`src/rtl/rbx_pkg.sv`:
```
package rbx_pkg;

    localparam int BYTE_W   = 8;
    localparam int SEG_W    = 3;
    localparam int MAN_W    = 4;
    localparam int MAG_W    = 15;
    localparam int OUT_W    = MAG_W + 1;
    localparam int FS_CNT_W = 3;
    localparam int RB_WIDTH = 2;
    localparam int BIAS_HALF = 66;

    typedef enum logic {
        LAW_MU = 1'b0,
        LAW_A  = 1'b1
    } law_e;

    typedef struct packed {
        logic                    sign;
        logic [SEG_W-1:0]        seg;
        logic [MAN_W-1:0]        man;
    } ulaw_fields_t;

    typedef struct packed {
        logic                    vld;
        logic                    rob;
        logic signed [OUT_W-1:0] sample;
    } rbx_out_t;

    // Received bytes are transmitted inverted; undo that and split the fields.
    function automatic ulaw_fields_t split_ulaw(input logic [BYTE_W-1:0] b);
        return ulaw_fields_t'(~b);
    endfunction

    // Expansion in half units; rob replaces the mantissa LSB with one half.
    function automatic logic signed [OUT_W-1:0] expand_half(input ulaw_fields_t f,
                                                            input logic rob);
        logic [MAN_W:0]   mq;
        logic [MAG_W-1:0] base;
        logic [MAG_W-1:0] mag;
        mq   = rob ? {f.man[MAN_W-1:1], 2'b01} : {f.man, 1'b0};
        base = MAG_W'({mq, 1'b0}) + MAG_W'(BIAS_HALF);
        mag  = (base << f.seg) - MAG_W'(BIAS_HALF);
        return f.sign ? -$signed({1'b0, mag}) : $signed({1'b0, mag});
    endfunction

endpackage

```
`src/rtl/rbx_fs_classifier.sv`:
```
module rbx_fs_classifier
    import rbx_pkg::*;
#(
    parameter int CNT_W   = FS_CNT_W,
    parameter int TARGET  = RB_WIDTH
) (
    input  logic clk,
    input  logic rst,
    input  logic fsync,
    input  logic rob_en,
    input  law_e law,
    output logic rob_frame
);

    localparam logic [CNT_W-1:0] CNT_MAX    = '1;
    localparam logic [CNT_W-1:0] CNT_TARGET = CNT_W'(TARGET);

    logic             fs_s;
    logic             fs_q;
    logic [CNT_W-1:0] width_cnt;
    logic             prev_two;
    logic             pulse_end;
    logic             is_two;

    // Frame sync capture point: falling edge of the PCM clock.
    always_ff @(negedge clk) begin
        if (rst) fs_s <= 1'b0;
        else     fs_s <= fsync;
    end

    assign pulse_end = fs_q && !fs_s;
    assign is_two    = (width_cnt == CNT_TARGET);

    always_ff @(posedge clk) begin
        if (rst) begin
            fs_q      <= 1'b0;
            width_cnt <= '0;
            prev_two  <= 1'b0;
            rob_frame <= 1'b0;
        end else begin
            fs_q <= fs_s;
            if (pulse_end) begin
                rob_frame <= rob_en && (law == LAW_MU) && is_two && !prev_two;
                prev_two  <= is_two;
                width_cnt <= '0;
            end else if (fs_s && width_cnt != CNT_MAX) begin
                width_cnt <= width_cnt + 1'b1;
            end
        end
    end

endmodule

```
`src/rtl/rbx_expand_core.sv`:
```
module rbx_expand_core
    import rbx_pkg::*;
(
    input  logic              clk,
    input  logic              rst,
    input  logic [BYTE_W-1:0] pcm_byte,
    input  logic              pcm_vld,
    input  logic              rob_active,
    output rbx_out_t          res_q
);

    ulaw_fields_t            fields;
    logic signed [OUT_W-1:0] lin_half;

    always_comb begin
        fields   = split_ulaw(pcm_byte);
        lin_half = expand_half(fields, rob_active);
    end

    always_ff @(posedge clk) begin
        if (rst) begin
            res_q <= '0;
        end else begin
            res_q.vld <= pcm_vld;
            res_q.rob <= pcm_vld && rob_active;
            if (pcm_vld) res_q.sample <= lin_half;
        end
    end

endmodule

```
`src/rtl/rb_ulaw_expander.sv`:
```
module rb_ulaw_expander
    import rbx_pkg::*;
(
    input  logic                    clk,
    input  logic                    rst,
    input  logic                    fsync,
    input  logic                    rob_en,
    input  logic                    law_sel,
    input  logic [BYTE_W-1:0]       pcm_byte,
    input  logic                    pcm_vld,
    output logic                    out_vld,
    output logic                    out_rob,
    output logic signed [OUT_W-1:0] out_sample
);

    law_e     law;
    logic     rob_frame;
    logic     rob_active;
    rbx_out_t res_q;

    assign law = law_e'(law_sel);

    rbx_fs_classifier #(
        .CNT_W  (FS_CNT_W),
        .TARGET (RB_WIDTH)
    ) u_cls (
        .clk       (clk),
        .rst       (rst),
        .fsync     (fsync),
        .rob_en    (rob_en),
        .law       (law),
        .rob_frame (rob_frame)
    );

    // Mode bits also gate the latched classification so a change applies at once.
    assign rob_active = rob_frame && rob_en && (law == LAW_MU);

    rbx_expand_core u_core (
        .clk        (clk),
        .rst        (rst),
        .pcm_byte   (pcm_byte),
        .pcm_vld    (pcm_vld),
        .rob_active (rob_active),
        .res_q      (res_q)
    );

    assign out_vld    = res_q.vld;
    assign out_rob    = res_q.rob;
    assign out_sample = res_q.sample;

endmodule

```
`config.mk`:
```
export PLATFORM = sky130hd
export DESIGN_NAME = rb_ulaw_expander
export DESIGN_NICKNAME = d
export VERILOG_FILES = /design/src/rtl/rbx_pkg.sv /design/src/rtl/rbx_fs_classifier.sv /design/src/rtl/rbx_expand_core.sv /design/src/rtl/rb_ulaw_expander.sv
export SDC_FILE = /design/constraint.sdc
export NUM_CORES = 1
export LEC_CHECK = 0
export BUFFER_PORTS_ARGS = -buffer_cell sky130_fd_sc_hd__buf_2
export CORE_ASPECT_RATIO = 0.75
export CORE_MARGIN = 2
export CORE_UTILIZATION = 50
export DETAILED_ROUTE_END_ITERATION = 8
export PLACE_DENSITY = 0.86
export SYNTH_ARGS = -nofsm -noshare
export SYNTH_HDL_FRONTEND = slang
export SYNTH_SLANG_ARGS = --single-unit
```
`constraint.sdc`:
```
create_clock -name clk -period 2.75 [get_ports clk]
set_input_delay 0.275 -clock clk [delete_from_list [all_inputs] [get_ports clk]]
set_output_delay 0.275 -clock clk [all_outputs]
set_load 0.01 [all_outputs]
```
; Yosys cells after proc, flatten, opt, wreduce, memory -nomap -nowiden
; Cells that the tools add are included.
[op_classes]
n_addsub = 4
n_eq_ne = 2
shift = 1
mux = 2
n_bitwise = 2
reduce_logical = 11
[ops]
columns = op, n
row1 = 16-bit 2-to-1 mux, 1
row2 = 15-bit negator with 16-bit output, 1
row3 = 15-bit by 3-bit << shifter with 15-bit output, 1
row4 = "15-bit by 7-bit subtractor with 15-bit output, second input constant", 1
row5 = "6-bit by 7-bit adder with 8-bit output, second input constant", 1
row6 = 1-bit logical AND, 8
row7 = 8-bit inverter, 1
row8 = "3-bit by 1-bit adder with 3-bit output, second input constant", 1
row9 = "3-bit by 2-bit == test with 1-bit output, second input constant", 1
row10 = "3-bit != test, second input constant", 1
row11 = 1-bit logical NOT, 2
row12 = 2-bit 2-to-1 mux, 1
row13 = 2-bit OR reduction, 1
row14 = 1-bit inverter, 1
[word_totals]
ff_bits = 25
in_bits = 14
output_inout_bits = 18
word_cells = 30

; Depth between registers and ports, before layout
[logic_depth]
depth_word = 8
depth_mapped = 12
mapped_depth_nobuf = 10

; Cells and area by module
; A second synthesis with hierarchy kept.
[hier_totals]
hier_cells = 222
hier_area_um2 = 1780.5
[by_module_without_submodules]
columns = module, instances, cells_per_inst, area_each_um2, seq_area_each_um2
row1 = rbx_expand_core, 1, 189, 1440.1, 340.3
row2 = rbx_fs_classifier, 1, 32, 331.6, 140.1
row3 = rb_ulaw_expander, 1, 1, 8.8, 0.0

==> run metrics <==
status finished clean; clk slew on worst S/H paths 0.08 ns; Final Hold Slack roughly 0.32 ns; CP Class reg2reg; Syn Area/Cell 8.45 µm²; top post-synthesis cells by area dfxtp_1, mux2i_1, nor2_1; Yosys top cell area share 0.272; Die Span X between 70 and 80 µm; pre-CTS setup slack -0.0142 ns; area grow syn2layout 14.7%; DR vias/cell 5.63; worst path cell trace and3b_1 > nor2_1 > or3_1 > ha_2 > o211a_1 > o31ai_1 > and4_4 > a31oi_4 > or3b_1 > o311ai_1; Max Cap Violations 0; CTS max path bufs 2; Peak supply drop 0.302 mV; CP max stage delay 0.38 ns; IO Port Bufs 30; final WL 4020 µm; final worst slack 0.132 ns; Buf+Inv Stages, Crit Path 0; DR iter-0 viols 61; PD cells 441 mW/mm²; Startpoint Class flip-flop; Syn Nets 228; antenna violations before repair 0; H-tree lvl count 1; flop-to-flop setup slack ~0.13 ns; Seq cells post-synth 24; Primary FF master, synth dfxtp_1; vias in the first global route around 1.5k; Placer Congestion 0.857; setup TNS 0 ns; sequential-to-total area share from yosys stat 0.272; Post-route DRC 0; Synth async-reset ratio 0; overall die area 0.00403 mm²; CTS Hold Bufs 0; Post-synth EDFFs 0; global-route wire length before repair 7010 µm; # placed instances 277; Cells after Synth around 210; Lkg Pwr around 0.89 nW; Worst setup EP type flip-flop; Worst-Skew Late Latency 0.32 ns; die span in y between 50 and 60 µm; diode count 0; Fin. Hold Viols 0; FILL cells slightly below 300; Post-DRT Antenna Nets 0; layout cells sized above 1 0.261; clock sink count 24; largest net degree at the start of global routing 24; CP max FO 5; non-filler cells in the finished layout 281; CORE AREA about 0.0033 mm²; Routed WL per cell 14.3 µm; Yosys cell types 54; synth warn 0; Worst Clk Skew a little over 0.06 ns; min Tclk post-route roughly 2.6 ns; largest area contributor in the netlist dfxtp_1; Tightest Hold Check Type in2reg; slowest CP cell dfxtp_1; unrepaired setup endpoints after global routing false; Tot GR Track Use 0.219; Crit path max-delay family simple AND/OR/NAND/NOR gates; CTS tree yes; Tcrit/Tclk final 0.952; # setup viols final 0; total CTS buffers 3; hpwl dp 3130 µm; Mapped Area 0.00177 mm²; Pre-Repair DR Iteration Count 4; clock root buffer clkbuf_8; crit path DAT between 2 and 3 ns; Slew Limit Fails 0; Top Ports 32; Vias 1583; Initial Util 0.530; cell row count 18; Final nets 261; fmax 0.382 GHz; gr ovfl total 0; Required @ worst endpoint slightly below 3 ns
layer usage:
layer / vias to the layer above / share of wire / GRT usage
met5: - / 0 / 0
met4: 0 / 0.026 / 0.0899
met3: 13 / 0.054 / 0.0383
met2: 50 / 0.43 / 0.314
met1: 722 / 0.49 / 0.319
li1: 798 / - / -
cells in the mapped netlist, types with 2 or more instances:
cell type and instances:
a211oi_1 7, a211oi_2 3, a21oi_1 6, a31o_2 2
a31oi_1 3, and2_1 4, buf_2 3, buf_4 2
clkbuf_1 5, dfxtp_1 24, ha_1 5, inv_1 8
mux2_2 2, mux2i_1 12, nand2_1 13, nand2b_1 4
nand3_1 7, nand4_1 2, nor2_1 32, nor2b_1 7
nor3_1 2, o211ai_1 2, o21ai_0 6, o31ai_1 2
xnor2_1 11, xor2_1 7
power breakdown:
part / internal (mW) / switching (mW) / leakage (nW)
Clock: 0.102 / 0.111 / 0.0285
Combinational: 0.127 / 0.169 / 0.662
Sequential: 0.372 / 0.0129 / 0.198
Total: 0.601 / 0.293 / 0.888
flip-flops by register name (all words and copies together) (netlist names):
register and cells:
u_core.res_q 17, u_cls.prev_two 1, u_cls.fs_s 1, u_cls.width_cnt 3
u_cls.fs_q 1, u_cls.rob_frame 1
final timing paths:
kind,startpoint,to,cells after the start
max,u_cls.rob_frame,u_core.res_q[13],10
min,rob_en,u_cls.rob_frame,3
max reg2reg,u_cls.rob_frame,u_core.res_q[13],10
min reg2reg,u_core.res_q[7],u_core.res_q[7],2
repair_timing:
item	in CTS	in global routing
setup endpoints to repair	0	4
gates resized for setup	0	2
setup buffers	0	0
layout make-up:
cell class                 count  area (µm²)  area share
multi-input combinational    165        1200       0.590
sequential                    24         480       0.237
timing repair buffer          40         225       0.111
tap                           40        50.0      0.0247
clock buffer                   3        41.3      0.0204
inverter                       7        26.3      0.0130
clock inverter                 2        7.51     0.00370
worst min-delay path, delay by kind of cell:
family                 cells  cell delay, ns
buffers and inverters      1            0.12
AO/OA/AOI/OAI              1            0.06
AND/OR/NAND/NOR            1            0.08
kinds of logic after synthesis:
kind of cell,share of synthesized area
and+or+nand+nor,0.242
AOI/OAI and AO/OA,0.209
DFF,0.272
buffers and inverters,0.0531
xor gates and xnor gates,0.0984
muxes,0.0885
adders and majority gates,0.0354
other,0.00212
placed cells by master (no fill, tap or decap), drive strengths merged, types with 2 or more instances in the layout:
master   n
buf     40
nor2    32
dfxtp   24
nand2   13
mux2i   13
xnor2   12
a211oi  10
inv      8
nand3    8
nor2b    7
xor2     7
o21ai    7
a21oi    6
ha       5
and2     4
nand2b   4
a31oi    4
clkbuf   3
o211ai   3
nand4    3
o31ai    3
mux2     2
nor3     2
a31o     2
per-stage QoR:
stage	util	cell area (µm²)	power, mW
finish	0.608	2030	0.894
global route	0.608	2030	0.946
CTS	0.607	2020	0.897
detailed placement	0.593	1980	0.690
global placement	0.593	1980	0.681
floorplan	-	1770	0.609
(Power assumes the default switching activity.)
